===== src/rtl/atc_pkg.sv =====
package atc_pkg;
    parameter int LA_W     = 32;
    parameter int PG_SHIFT = 12;
    parameter int ATTR_W   = 4;
    parameter int WIN_BITS = 8;
    parameter int REG_W    = 32;
    localparam int TAG_W   = LA_W - PG_SHIFT;

    typedef struct packed {
        logic en;
        logic pg8;
    } ctl_t;

    typedef struct packed {
        logic                en;
        logic [WIN_BITS-1:0] base;
        logic [WIN_BITS-1:0] mask;
        logic [ATTR_W-1:0]   attr;
    } win_t;

    typedef struct packed {
        logic              valid;
        logic              sup;
        logic              wp;
        logic [ATTR_W-1:0] attr;
        logic [TAG_W-1:0]  tag;
        logic [TAG_W-1:0]  ppn;
    } ent_t;

    typedef struct packed {
        logic [LA_W-1:0]   pa;
        logic [ATTR_W-1:0] attr;
        logic              hit;
        logic              miss;
        logic              fault;
    } rsp_t;

    function automatic win_t unpack_win(input logic [REG_W-1:0] d);
        win_t w;
        w.base = d[REG_W-1 -: WIN_BITS];
        w.mask = d[REG_W-WIN_BITS-1 -: WIN_BITS];
        w.en   = d[15];
        w.attr = d[ATTR_W-1:0];
        return w;
    endfunction

    function automatic logic tag_eq(input logic [TAG_W-1:0] a,
                                    input logic [TAG_W-1:0] b,
                                    input logic pg8);
        if (pg8) return a[TAG_W-1:1] == b[TAG_W-1:1];
        return a == b;
    endfunction

    function automatic logic [LA_W-1:0] join_pa(input logic [TAG_W-1:0] ppn,
                                                input logic [LA_W-1:0] la,
                                                input logic pg8);
        if (pg8) return {ppn[TAG_W-1:1], la[PG_SHIFT:0]};
        return {ppn, la[PG_SHIFT-1:0]};
    endfunction
endpackage


===== src/rtl/atc_regs.sv =====
module atc_regs
    import atc_pkg::*;
#(
    parameter int N_WIN = 2,
    parameter int SEL_W = 2
) (
    input  logic                   clk,
    input  logic                   rst,
    input  logic                   reg_we,
    input  logic [SEL_W-1:0]       reg_sel,
    input  logic [REG_W-1:0]       reg_wdata,
    output ctl_t                   ctl,
    output win_t [N_WIN-1:0]       wins
);
    logic [N_WIN-1:0] win_en;

    always_ff @(posedge clk) begin
        if (rst) begin
            ctl.en <= 1'b0;
            for (int w = 0; w < N_WIN; w++) wins[w].en <= 1'b0;
        end else if (reg_we) begin
            if (reg_sel == '0) begin
                ctl.en  <= reg_wdata[0];
                ctl.pg8 <= reg_wdata[1];
            end
            for (int w = 0; w < N_WIN; w++)
                if (int'(reg_sel) == w + 1) wins[w] <= unpack_win(reg_wdata);
        end
    end

    always_comb
        for (int w = 0; w < N_WIN; w++) win_en[w] = wins[w].en;


    rst_off_chk: assert property (@(posedge clk) rst |=> (!ctl.en && win_en == '0));

    pgsize_keep_chk: assert property (@(posedge clk) rst |=> $stable(ctl.pg8));
endmodule


===== src/rtl/atc_window.sv =====
module atc_window
    import atc_pkg::*;
#(
    parameter int N_WIN = 2
) (
    input  logic [LA_W-1:0]     la,
    input  win_t [N_WIN-1:0]    wins,
    output logic                hit,
    output logic [ATTR_W-1:0]   attr
);
    logic [N_WIN-1:0] match;

    for (genvar g = 0; g < N_WIN; g++) begin : g_win
        assign match[g] = wins[g].en &&
            (((la[LA_W-1 -: WIN_BITS] ^ wins[g].base) & ~wins[g].mask) == '0);
    end

    always_comb begin
        hit  = |match;
        attr = '0;
        for (int w = N_WIN - 1; w >= 0; w--)
            if (match[w]) attr = wins[w].attr;
    end
endmodule


===== src/rtl/atc_cache.sv =====
module atc_cache
    import atc_pkg::*;
#(
    parameter int N_ENT = 8
) (
    input  logic               clk,
    input  logic               rst,
    input  logic               flush,
    input  logic               ld_valid,
    input  logic [LA_W-1:0]    ld_la,
    input  logic [LA_W-1:0]    ld_pa,
    input  logic               ld_sup,
    input  logic               ld_wp,
    input  logic [ATTR_W-1:0]  ld_attr,
    input  logic [LA_W-1:0]    lk_la,
    input  logic               lk_sup,
    input  logic               pg8,
    output logic               found,
    output logic [TAG_W-1:0]   ppn,
    output logic               wp,
    output logic [ATTR_W-1:0]  attr
);
    localparam int PTR_W = (N_ENT > 1) ? $clog2(N_ENT) : 1;

    ent_t             ents [N_ENT];
    logic [PTR_W-1:0] ptr;
    logic [N_ENT-1:0] valid_vec;
    logic [N_ENT-1:0] hit_vec;
    ent_t             new_ent;

    always_comb begin
        new_ent       = '0;
        new_ent.valid = 1'b1;
        new_ent.sup   = ld_sup;
        new_ent.wp    = ld_wp;
        new_ent.attr  = ld_attr;
        new_ent.tag   = ld_la[LA_W-1:PG_SHIFT];
        new_ent.ppn   = ld_pa[LA_W-1:PG_SHIFT];
    end

    // entries carry no reset: a reset must leave cached translations in place
    always_ff @(posedge clk) begin
        if (flush) begin
            for (int i = 0; i < N_ENT; i++) ents[i].valid <= 1'b0;
        end else if (ld_valid) begin
            ents[ptr] <= new_ent;
        end
    end

    always_ff @(posedge clk) begin
        if (rst) ptr <= '0;
        else if (ld_valid && !flush)
            ptr <= (int'(ptr) == N_ENT - 1) ? '0 : ptr + 1'b1;
    end

    for (genvar g = 0; g < N_ENT; g++) begin : g_ent
        assign valid_vec[g] = ents[g].valid;
        assign hit_vec[g]   = ents[g].valid && (ents[g].sup == lk_sup) &&
                              tag_eq(ents[g].tag, lk_la[LA_W-1:PG_SHIFT], pg8);
    end

    always_comb begin
        found = |hit_vec;
        ppn   = '0;
        wp    = 1'b0;
        attr  = '0;
        for (int i = N_ENT - 1; i >= 0; i--)
            if (hit_vec[i]) begin
                ppn  = ents[i].ppn;
                wp   = ents[i].wp;
                attr = ents[i].attr;
            end
    end


    flush_clear_chk: assert property (@(posedge clk) flush |=> valid_vec == '0);

    load_fill_chk: assert property (@(posedge clk) disable iff (rst)
        (ld_valid && !flush) |=> valid_vec[$past(ptr)]);
endmodule


===== src/rtl/atc_front.sv =====
module atc_front
    import atc_pkg::*;
#(
    parameter int N_ENT = 8,
    parameter int N_WIN = 2,
    parameter int SEL_W = $clog2(N_WIN + 1)
) (
    input  logic               clk,
    input  logic               rst,
    input  logic               xlat_off,
    input  logic               reg_we,
    input  logic [SEL_W-1:0]   reg_sel,
    input  logic [REG_W-1:0]   reg_wdata,
    input  logic               flush,
    input  logic               ld_valid,
    input  logic [LA_W-1:0]    ld_la,
    input  logic [LA_W-1:0]    ld_pa,
    input  logic               ld_sup,
    input  logic               ld_wp,
    input  logic [ATTR_W-1:0]  ld_attr,
    input  logic               req_valid,
    input  logic [LA_W-1:0]    req_la,
    input  logic               req_wr,
    input  logic               req_sup,
    input  logic               req_probe,
    output logic               rsp_valid,
    output logic [LA_W-1:0]    rsp_pa,
    output logic [ATTR_W-1:0]  rsp_attr,
    output logic               rsp_hit,
    output logic               rsp_miss,
    output logic               rsp_fault
);
    ctl_t              ctl;
    win_t [N_WIN-1:0]  wins;
    logic              w_hit;
    logic [ATTR_W-1:0] w_attr;
    logic              c_found;
    logic [TAG_W-1:0]  c_ppn;
    logic              c_wp;
    logic [ATTR_W-1:0] c_attr;
    logic              off_q1, off_q2;
    logic              active;
    rsp_t              nxt, rsp_q;

    atc_regs #(.N_WIN(N_WIN), .SEL_W(SEL_W)) u_regs (
        .clk(clk), .rst(rst), .reg_we(reg_we), .reg_sel(reg_sel),
        .reg_wdata(reg_wdata), .ctl(ctl), .wins(wins)
    );

    atc_window #(.N_WIN(N_WIN)) u_win (
        .la(req_la), .wins(wins), .hit(w_hit), .attr(w_attr)
    );

    atc_cache #(.N_ENT(N_ENT)) u_cache (
        .clk(clk), .rst(rst), .flush(flush), .ld_valid(ld_valid),
        .ld_la(ld_la), .ld_pa(ld_pa), .ld_sup(ld_sup), .ld_wp(ld_wp),
        .ld_attr(ld_attr), .lk_la(req_la), .lk_sup(req_sup), .pg8(ctl.pg8),
        .found(c_found), .ppn(c_ppn), .wp(c_wp), .attr(c_attr)
    );

    // two-flop synchronizer; its output is sampled at each accepted request
    always_ff @(posedge clk) begin
        if (rst) begin
            off_q1 <= 1'b0;
            off_q2 <= 1'b0;
        end else begin
            off_q1 <= xlat_off;
            off_q2 <= off_q1;
        end
    end

    always_comb begin
        active  = req_probe || (ctl.en && !off_q2);
        nxt     = '0;
        nxt.pa  = req_la;
        if (w_hit) begin
            nxt.attr = w_attr;
            nxt.hit  = 1'b1;
        end else if (active) begin
            if (c_found) begin
                nxt.pa   = join_pa(c_ppn, req_la, ctl.pg8);
                nxt.attr = c_attr;
                if (req_wr && c_wp) nxt.fault = 1'b1;
                else                nxt.hit   = 1'b1;
            end else begin
                nxt.miss = 1'b1;
            end
        end
    end

    always_ff @(posedge clk) begin
        if (rst) begin
            rsp_valid <= 1'b0;
            rsp_q     <= '0;
        end else begin
            rsp_valid <= req_valid;
            if (req_valid) rsp_q <= nxt;
        end
    end

    assign rsp_pa    = rsp_q.pa;
    assign rsp_attr  = rsp_q.attr;
    assign rsp_hit   = rsp_q.hit;
    assign rsp_miss  = rsp_q.miss;
    assign rsp_fault = rsp_q.fault;


    rsp_timing_chk: assert property (@(posedge clk) disable iff (rst)
        req_valid |=> rsp_valid);

    one_flag_chk: assert property (@(posedge clk) disable iff (rst)
        $onehot0({rsp_hit, rsp_miss, rsp_fault}));

    attr_zero_chk: assert property (@(posedge clk) disable iff (rst)
        (rsp_valid && !rsp_hit && !rsp_fault) |-> rsp_attr == '0);

    off_nomiss_chk: assert property (@(posedge clk) disable iff (rst)
        (req_valid && !req_probe && off_q2) |=> !rsp_miss);

    fault_write_chk: assert property (@(posedge clk) disable iff (rst)
        (req_valid && !req_wr) |=> !rsp_fault);
endmodule


===== config.mk =====
export PLATFORM = sky130hd
export DESIGN_NAME = atc_front
export DESIGN_NICKNAME = d
export VERILOG_FILES = /design/src/rtl/atc_pkg.sv /design/src/rtl/atc_regs.sv /design/src/rtl/atc_window.sv /design/src/rtl/atc_cache.sv /design/src/rtl/atc_front.sv
export SDC_FILE = /design/constraint.sdc
export NUM_CORES = 1
export LEC_CHECK = 0
export BUFFER_PORTS_ARGS = -buffer_cell sky130_fd_sc_hd__buf_2
export CAP_MARGIN = 10
export CORE_ASPECT_RATIO = 0.7
export CORE_MARGIN = 2
export CORE_UTILIZATION = 40
export CTS_CLUSTER_SIZE = 28
export DETAILED_ROUTE_END_ITERATION = 6
export MAX_ROUTING_LAYER = met4
export SYNTH_ARGS = -nofsm -noshare
export SYNTH_HDL_FRONTEND = slang
export SYNTH_SLANG_ARGS = --single-unit
export TNS_END_PERCENT = 10

===== constraint.sdc =====
create_clock -name clk -period 4.1 [get_ports clk]
set_input_delay 0.205 -clock clk [delete_from_list [all_inputs] [get_ports clk]]
set_output_delay 0.205 -clock clk [all_outputs]
set_load 0.02 [all_outputs]

==> metrics.txt, run 1 <==
max cap viols 0; hold path depth 1; first-pass GRT wire length around 79 mm; Synth area leader edfxtp_1; Final Cycle Share around 78%; PwrDens 438 mW/mm²; Fillers a little over 4000; ys async rst share 0%; routed vias/inst ~5.6; Post-CTS Setup Inserts 0; area grow syn2layout 19.5%; max-slew violations 0; top-area cell type share of the netlist area between 60 and 70%; Startpoint Class flip-flop; GPL Wtd Cong 0.855; Synth cell types 79; FF-to-FF End rsp_pa[30]; hold path endpoint u_cache.ents[0][27]; number of flops mapped to enable cells by yosys about 400; critical path arrival 3.61 ns; most used flip-flop cell after synthesis edfxtp_1; DP Area 0.0207 mm²; yosys warns 0; hold_sp ld_la[19]; area of the mapped netlist approximately 0.019 mm²; status finished, final reports clean; sequential element share of the synthesized area 70.0%; HP Class in -> reg; Die Span Y 187 µm; measured slew at the worst slew-check pin 1.15 ns; final hold viol count 0; Seq. cell area 0.0134 mm²; Cell Count, Final, Fillers Out 2207; initial antenna violation count 2; DR WL/cell 24.5 µm; Slew HR 23.2%; fmax roughly 310 MHz; vias in the first global route 12200; min cycle time layout between 3 and 4 ns; Leak 7.92 nW; Worst Path Required between 4 and 5 ns; row cnt 67; commonest non-fill, non-tap cell in the layout edfxtp_1; FF-to-FF path depth 8; CP Capture Type flip-flop; Root Driver clkbuf_16; Worst IR Drop VDD 0.000319 V; Initial Utilization between 40% and 50%; R2R setup slack 0.91 ns; Sinks on Clock Net 465; # DRC 0; Final Net Count around 1700; total placed cells including tap cells about 2000; antenna viol nets, final 0; Clk pin slew, worst setup/hold paths ~0.060 ns; gr ovfl total 0; final setup skew about 0.015 ns; total CTS buffers 46; largest net degree at the start of global routing 53; Iter 0 DRT Violations approximately 1300; core area 0.0476 mm²; CTS H-tree depth 2; commonest non-fill, non-tap cells in the layout edfxtp_1, buf_2, xnor2_1; final hold slack 0.0199 ns; IO buf count 150; share of cells above drive strength 1 18.6%; Synthesized Nets about 1500; multi-input logic area approximately 0.0053 mm²; vias 12400; reg2reg start u_cache.ents[4][35]; Synth area leaders edfxtp_1, dfxtp_1, xnor2_1; flops & latches, synth 465; worst-path maximum fanout 9; total power 10.0 mW; clk_lat worst skew 0.57 ns; io pins around 190; Crit Path Class reg -> reg; Mapped Cells 1318; RSZ-0062 raised after global routing no; post-DP HPWL 34.5 mm; drt total wl about 54 mm; post_cts resized 0; Mapped Avg Cell Area 14.5 µm²; Setup-failing EPs final 0; Max clock buf depth 3; Setup crit start u_cache.ents[4][35]; die area 0.0497 mm²; design area 0.0229 mm²; DRT Pass-1 Iters 5; chip width 266 µm; GR Util All Layers 22.1%; CTS tree done
where the power goes:
| group | switching, mW | leakage [nW] | internal (mW) | total (mW) |
|---|---|---|---|---|
| Combinational | 0.354 | 3.03 | 0.204 | 0.558 |
| Sequential | 0.0302 | 4.16 | 5.23 | 5.26 |
| Clock | 1.80 | 0.734 | 2.41 | 4.21 |
| Total | 2.19 | 7.92 | 7.84 | 10.0 |
synth_stat cells (13+ instances only):
cell / n
or3_1: 13
nor3_1: 17
buf_4: 17
nand3_1: 24
o221ai_1: 18
buf_2: 16
inv_1: 23
a21o_1: 22
nor4_1: 24
edfxtp_1: 409
o311ai_1: 17
xor2_1: 87
dfxtp_1: 56
nand2_1: 61
a221oi_1: 13
nor2_1: 71
a21oi_1: 40
xnor2_1: 97
o211ai_1: 14
a2111oi_0: 20
clkbuf_1: 37
mux2i_1: 18
and3_1: 29
a31oi_1: 27
nand4_1: 22
routing by layer:
metal / global-route usage (%) / share of wire [%] / routed length, µm
met1: 31.9 / 46 / 24700
met2: 32.1 / 44 / 23800
met3: 4.56 / 8.4 / 4570
met4: 4.93 / 1.9 / 1050
met5: - / 0 / 0
how the worst max path moves through the flow:
stage                               to  slack (ns)  cells past startpoint
global route                   rsp_hit        0.68                      8
finish                      rsp_pa[30]        0.91                      8
CTS                         rsp_pa[30]        0.96                      9
global placement            rsp_pa[30]        0.71                      9
detailed placement          rsp_pa[30]        0.71                      9
floorplan           u_cache.ents[4][0]       -0.28                      4
state kept, by name (all words and copies together) (netlist names), 2 cells and up:
name	flops
u_cache.ents	376
u_regs.wins	42
rsp_pa	32
rsp_attr	4
u_cache.ptr	3
u_regs.ctl	2
critical path, cell delays in order, from the launching register on:
cell	delay [ns]
edfxtp_1	0.38
xor2_1	0.15
nor4_1	0.47
nand4_1	0.43
o22ai_2	0.40
nor3_1	0.14
a21o_1	0.43
o311ai_1	0.52
a21oi_1	0.12
through the flow:
step	utilization (%)	TNS, ns	setup WS [ns]
after global placement	43.5	0	0.709
after global routing	48.1	0	0.678
after floorplan	-	-13.10	-0.285
after CTS	48.1	0	0.957
final	48.1	0	0.906
after detailed placement	43.5	0	0.710
timing repair:
action	CTS	global route
hold buffers	70	0
hold endpoints to repair	337	0
endpoints found under the setup margin	0	0
layout make-up:
class	count	area share [%]
flip-flops and latches	465	58.5
multi-input cells	746	23.3
repair buffers	266	7.90
clock buffers	62	5.46
well taps	621	3.39
clock inverters	22	1.04
inverters	24	0.393
diodes	1	0.0109
kinds of logic (layout without fill, tap and decap cells):
family,count (synthesis),after routing,share of synthesized area (%)
flops,465,465,70.0
simple gates,299,299,8.17
compound gates,243,243,9.54
xor+xnor,184,184,8.41
buf+inv,107,374,2.85
mux,18,18,0.940
fa+ha+maj,2,2,0.131
other cells,0,1,0
Power figures use the tool's default switching activity.
==> inputs of run 2 (changes only) <==
Settings changed: ABC_AREA set to 1.
Clock period 4.1 ns to 2.8 ns, I/O delays scaled along.
==> run 2 against run 1 <==
  * Core utilization up 1.3 points
  * Largest cell class unchanged
  * Cell area up 5.9%
  * Clock skew up 0.0034 ns
  * Setup slack worse by 0.72 ns
  * Critical endpoint is now rsp_attr[2]
  * Sequential power up 47%
  * Maximum frequency up 22%
  * Register-to-register slack worse by 0.72 ns
  * Area after synthesis up 3.4%
  * Via count up 15%
==> metrics.txt, run 2 <==
status finished, final reports clean; DR WL/cell 20.5 µm; DRT Pass-1 Iters 7; design area ~0.024 mm²; CTS tree done; commonest non-fill, non-tap cell in the layout nand2_1; Synth cell types 41; end point of the critical path rsp_attr[2]; gr ovfl total 0; ys async rst share 0%; Util after Layout 49.4%; largest net degree at the start of global routing 49; max cap viols 0; Iter 0 DRT Violations 1705; Clk pin slew, worst setup/hold paths 0.06 ns; max reg flops 376; top-count cell post-synth nand2_1; vias 14300; FF-to-FF End rsp_attr[2]; total CTS buffers 47; measured slew at the worst slew-check pin 0.920 ns; Initial Utilization 40.4%; Worst IR Drop VDD between 0.0004 and 0.0005 V; Worst Path Required 3.28 ns; Top reg by flops u_cache.ents; yosys warns 0; Fillers around 4400; number of flops mapped to enable cells by yosys 409; Die Span Y 190 µm; Leak between 9 and 10 nW; Mapped Avg Cell Area 10.6 µm²; die area a little over 0.05 mm²; total power 15.0 mW; FF-to-FF path depth 17; CTS H-tree depth 2; core area 0.0491 mm²; # DRC 0; critical path arrival 3.09 ns; most instantiated cells after synthesis nand2_1, edfxtp_1, nor2_1; Synth area leader edfxtp_1; clk_lat worst skew 0.57 ns; drt total wl 58.7 mm; min cycle time layout 2.61 ns; final setup skew 0.0187 ns; io pins 186; HP Class in -> reg; area grow syn2layout 22.3%; Synthesized Nets 2019; PwrDens 618 mW/mm²; commonest non-fill, non-tap cells in the layout nand2_1, edfxtp_1, nor2_1; worst-path maximum fanout 16; Slew HR 38.6%; setup slack after layout 0.188 ns; Crit Path Class reg -> reg; GR Util All Layers about a quarter; DP Area around 0.022 mm²; routed vias/inst around 5; reg2reg start u_cache.ents[6][26]; chip width between 200 and 300 µm; share of cells above drive strength 1 17.4%; antenna viol nets, final 0; final hold viol count 0; Mapped Cells 1871; total placed cells including tap cells 2686; GPL Wtd Cong approximately 0.92; row cnt 68; Max clock buf depth 3; IO buf count 150; Fin Setup TNS 0 ns; Setup crit start u_cache.ents[6][26]; dpl ws 0.199 ns; Cell Count, Final, Fillers Out 2865; Final Net Count around 2300; Startpoint Class flip-flop; top-area cell type share of the netlist area between 60% and 70%; most used flip-flop cell after synthesis edfxtp_1; max-slew violations 0; flops & latches, synth approximately 470; sequential element share of the synthesized area about two thirds; area of the mapped netlist 0.0198 mm²; fmax about 380 MHz; vias in the first global route about 14000; first-pass GRT wire length 86.4 mm; post-DP HPWL 39.4 mm; final hold slack 0.0582 ns; Root Driver clkbuf_16; Final Cycle Share 93.3%; Setup-failing EPs final 0; R2R setup slack 0.19 ns; RSZ-0062 raised after global routing no; Post-CTS Setup Inserts 0; initial antenna violation count 4; Sinks on Clock Net 465; CP Capture Type flip-flop; Synth area leaders edfxtp_1, nand2_1, dfxtp_1
## run 2: changes by cell type in the layout (fill, tap and decap cells not counted), moves of 27 or more
| cell | delta |
|---|---|
| nand3_1 | +40 |
| and3_1 | -28 |
| a21oi_1 | +34 |
| nand2_1 | +397 |
| o21ai_0 | +84 |
| a31oi_1 | -27 |
| inv_1 | +132 |
| nor2_1 | +197 |
| xor2_1 | -84 |
| xnor2_1 | -48 |
## run 2: logic make-up after synthesis
logic type | Yosys count | share of synthesized area (%)
xor+xnor | 53 | 2.34
compound gates | 222 | 6.00
simple gates | 881 | 18.4
buf+inv | 248 | 5.49
flops | 465 | 67.6
fa+ha+maj | 2 | 0.126
## run 2: layer usage
| layer | routed length, µm | vias up | share of wire (%) | global-route usage [%] |
|---|---|---|---|---|
| li1 | - | 6835 | - | - |
| met1 | 27100 | 6841 | 46 | 33.6 |
| met2 | 25400 | 556 | 43 | 34.5 |
| met3 | 5170 | 79 | 8.8 | 4.60 |
| met4 | 1040 | 0 | 1.8 | 4.76 |
| met5 | 0 | - | 0 | - |
## run 2: layout make-up
cell class,count,area [µm²],area share (%)
multi-input combinational,1158,5400,22.3
inverter,177,668,2.76
timing repair buffer,312,2390,9.88
tap,665,832,3.43
antenna,3,7.51,0.0310
clock buffer,66,1370,5.64
clock inverter,19,168,0.692
sequential,465,13400,55.3
## run 2: critical path, stage by stage, from the launching register on
cell	delay (ns)
edfxtp_1	0.42
nand2_1	0.10
nand2_1	0.12
nor2_1	0.14
nand2_1	0.06
nor2_1	0.16
buf_4	0.15
nand3_1	0.17
nand2_4	0.17
nor2_1	0.08
nand2_2	0.07
nand2_1	0.06
inv_2	0.10
nand2_4	0.17
buf_12	0.22
nor2_2	0.07
nand2_1	0.13
a21oi_1	0.15
## run 2: power breakdown
part	switching (mW)	total, mW	internal, mW	leakage [nW]
combinational	0.609	0.937	0.328	4.77
sequential	0.0561	7.74	7.68	4.16
clock	2.64	6.31	3.67	0.759
total	3.30	15.0	11.7	9.69
## run 2: worst min path at each step
stage | start | to | slack (ns) | cells after the start
2_1_floorplan | ld_pa[12] | u_cache.ents[0][0] | 0.24 | 0
3_3_place_gp | reg_wdata[2] | u_regs.wins[2] | 0.33 | 1
3_5_place_dp | reg_wdata[2] | u_regs.wins[23] | 0.33 | 1
4_1_cts | ld_valid | u_cache.ptr[1] | 0.03 | 5
5_1_grt | req_la[14] | rsp_pa[14] | 0.06 | 3
6_report | req_la[22] | rsp_pa[22] | 0.06 | 3
## run 2: what timing repair did
| action | CTS | global route |
|---|---|---|
| hold buffers | 91 | 0 |
| endpoints found under the setup margin | 0 | 2 |
| gates resized for setup | 0 | 3 |
| endpoints found under the hold margin | 439 | 0 |
==> inputs of run 3 (changes only) <==
Settings changed: CORE_UTILIZATION 40 to 54, PLACE_DENSITY set to 0.77.
==> run 3 against run 2 <==
  * Sequential power about the same
  * Die area decreased by 25%
  * Combinational power fell by 2.8%
  * Register-to-register slack got worse by 0.05 ns
  * Setup slack worse by 0.055 ns
  * Total power down 3.5%
  * Flip-flop and latch count did not move
  * Global-route usage grew 6.9 points
  * Cell count down 7.4%
  * Cell area decreased by 2.4%
  * Largest power group unchanged
==> metrics.txt, run 3 (synthesis results as in run 2) <==
status finished, final reports clean; DP Area 0.0213 mm²; clk_lat worst skew 0.56 ns; final setup skew 0.0275 ns; GPL Wtd Cong roughly 0.98; measured slew at the worst slew-check pin just over 1 ns; core area 0.0361 mm²; Worst Path Required approximately 3.2 ns; Setup-failing EPs final 0; total placed cells including tap cells 2482; CP Capture Type flip-flop; PwrDens 611 mW/mm²; RSZ-0062 raised after global routing no; first-pass GRT wire length just over 80 mm; post-DP HPWL 36.6 mm; # DRC 0; IO buf count 150; chip width ~230 µm; CTS tree done; Clk pin slew, worst setup/hold paths 0.06 ns; Fillers 2705; Startpoint Class flip-flop; DRT Pass-1 Iters 5; R2R setup slack 0.13 ns; Util after Layout 65.6%; Leak 9.50 nW; DR WL/cell 21.0 µm; drt total wl 55.7 mm; initial antenna violation count 2; largest net degree at the start of global routing 49; min cycle time layout between 2 and 3 ns; DR WL met2 between 20 and 25 mm; share of cells above drive strength 1 16.3%; gr ovfl total 0; Root Driver clkbuf_16; setup slack after layout 0.133 ns; Top reg by flops u_cache.ents; Max clock buf depth 3; commonest non-fill, non-tap cells in the layout nand2_1, edfxtp_1, nor2_1; worst-path maximum fanout 30; fmax 375 MHz; Final Net Count 2288; io pins 186; Post-Route M1 WL 22.7 mm; Slew HR 31.8%; Initial Utilization 54.9%; Sinks on Clock Net 465; commonest non-fill, non-tap cell in the layout nand2_1; HP Class in -> reg; Iter 0 DRT Violations 2123; Die Span Y 164 µm; critical path arrival 3.10 ns; area grow syn2layout 19.4%; met3 WL post-DR 6.72 mm; highest routed metal layer met4; total power between 10 and 15 mW; row cnt 58; total CTS buffers 44; final hold viol count 0; max reg flops 376; die area 0.0383 mm²; vias 14600; routed vias/inst ~5.5; Cell Count, Final, Fillers Out 2654; Final Cycle Share 95.2%; dpl ws ~0.13 ns; max-slew violations 0; GR Util All Layers 30.3%; Crit Path Class reg -> reg; max cap viols 0; Worst IR Drop VDD 0.000486 V; vias in the first global route 13800; design area 0.0237 mm²; CTS H-tree depth 2; antenna viol nets, final 0
==> run 3: changes by cell type in the layout (fill, tap and decap cells not counted), moves of 2 or more <==
cell / before / now
clkinv_2: 8 / 11
buf_12: 16 / 12
clkbuf_1: 8 / 13
clkinv_1: 8 / 4
diode_2: 3 / 1
clkbuf_16: 50 / 46
clkbuf_2: 2 / 0
buf_4: 55 / 41
==> run 3: routing by layer <==
layer  track usage (%)  up-vias
li1                  -     6766
met4              7.64        0
met2              45.6      847
met3              5.99       95
met5                 -        -
met1              42.6     6925
==> run 3: cell type report <==
cell class,count,area (µm²),area share [%]
antenna,1,2.50,0.0106
clock buffer,63,1250,5.31
clock inverter,16,130,0.550
inverter,177,666,2.81
multi-input combinational,1158,5390,22.8
sequential,465,13400,56.7
tap,480,601,2.54
timing repair buffer,294,2210,9.34
==> run 3: per-stage QoR <==
stage | TNS [ns] | hold WS, ns
floorplan | -133.68 | 0.239
global placement | 0 | 0.336
detailed placement | 0 | 0.335
CTS | 0 | 0.00597
global route | 0 | 0.0132
finish | 0 | 0.0265
==> run 3: timing repair <==
item	4_1_cts	5_1_grt
hold buffers	91	0
gates resized for setup	0	1
buffers inserted	0	1
endpoints found under the hold margin	434	0
endpoints found under the setup margin	0	14
==> run 3: report_power, final <==
group / switching [mW] / internal (mW) / total [mW]
Sequential: 0.0636 / 7.68 / 7.75
Clock: 2.51 / 3.30 / 5.81
Combinational: 0.593 / 0.318 / 0.911
==> run 3: critical path, stage by stage (launching register included) <==
cell,delay (ns)
edfxtp_1,0.38
nand2_1,0.21
nand2_1,0.09
inv_1,0.06
nand4_1,0.15
nor2_2,0.28
nand3_2,0.24
nand2_2,0.13
nor2_2,0.05
nand2_2,0.05
nand2_1,0.06
inv_2,0.12
nand2_4,0.10
buf_12,0.19
a21oi_1,0.29
a21oi_1,0.11
==> run 3: path summary, 6_finish.rpt <==
| kind | from | end | depth (start not counted) |
|---|---|---|---|
| hold / removal | req_la[21] | rsp_pa[21] | 3 |
| hold reg to reg | off_q1 | off_q2 | 2 |
| setup / recovery | u_cache.ents[2][21] | rsp_pa[18] | 15 |
| setup reg to reg | u_cache.ents[2][21] | rsp_pa[18] | 15 |
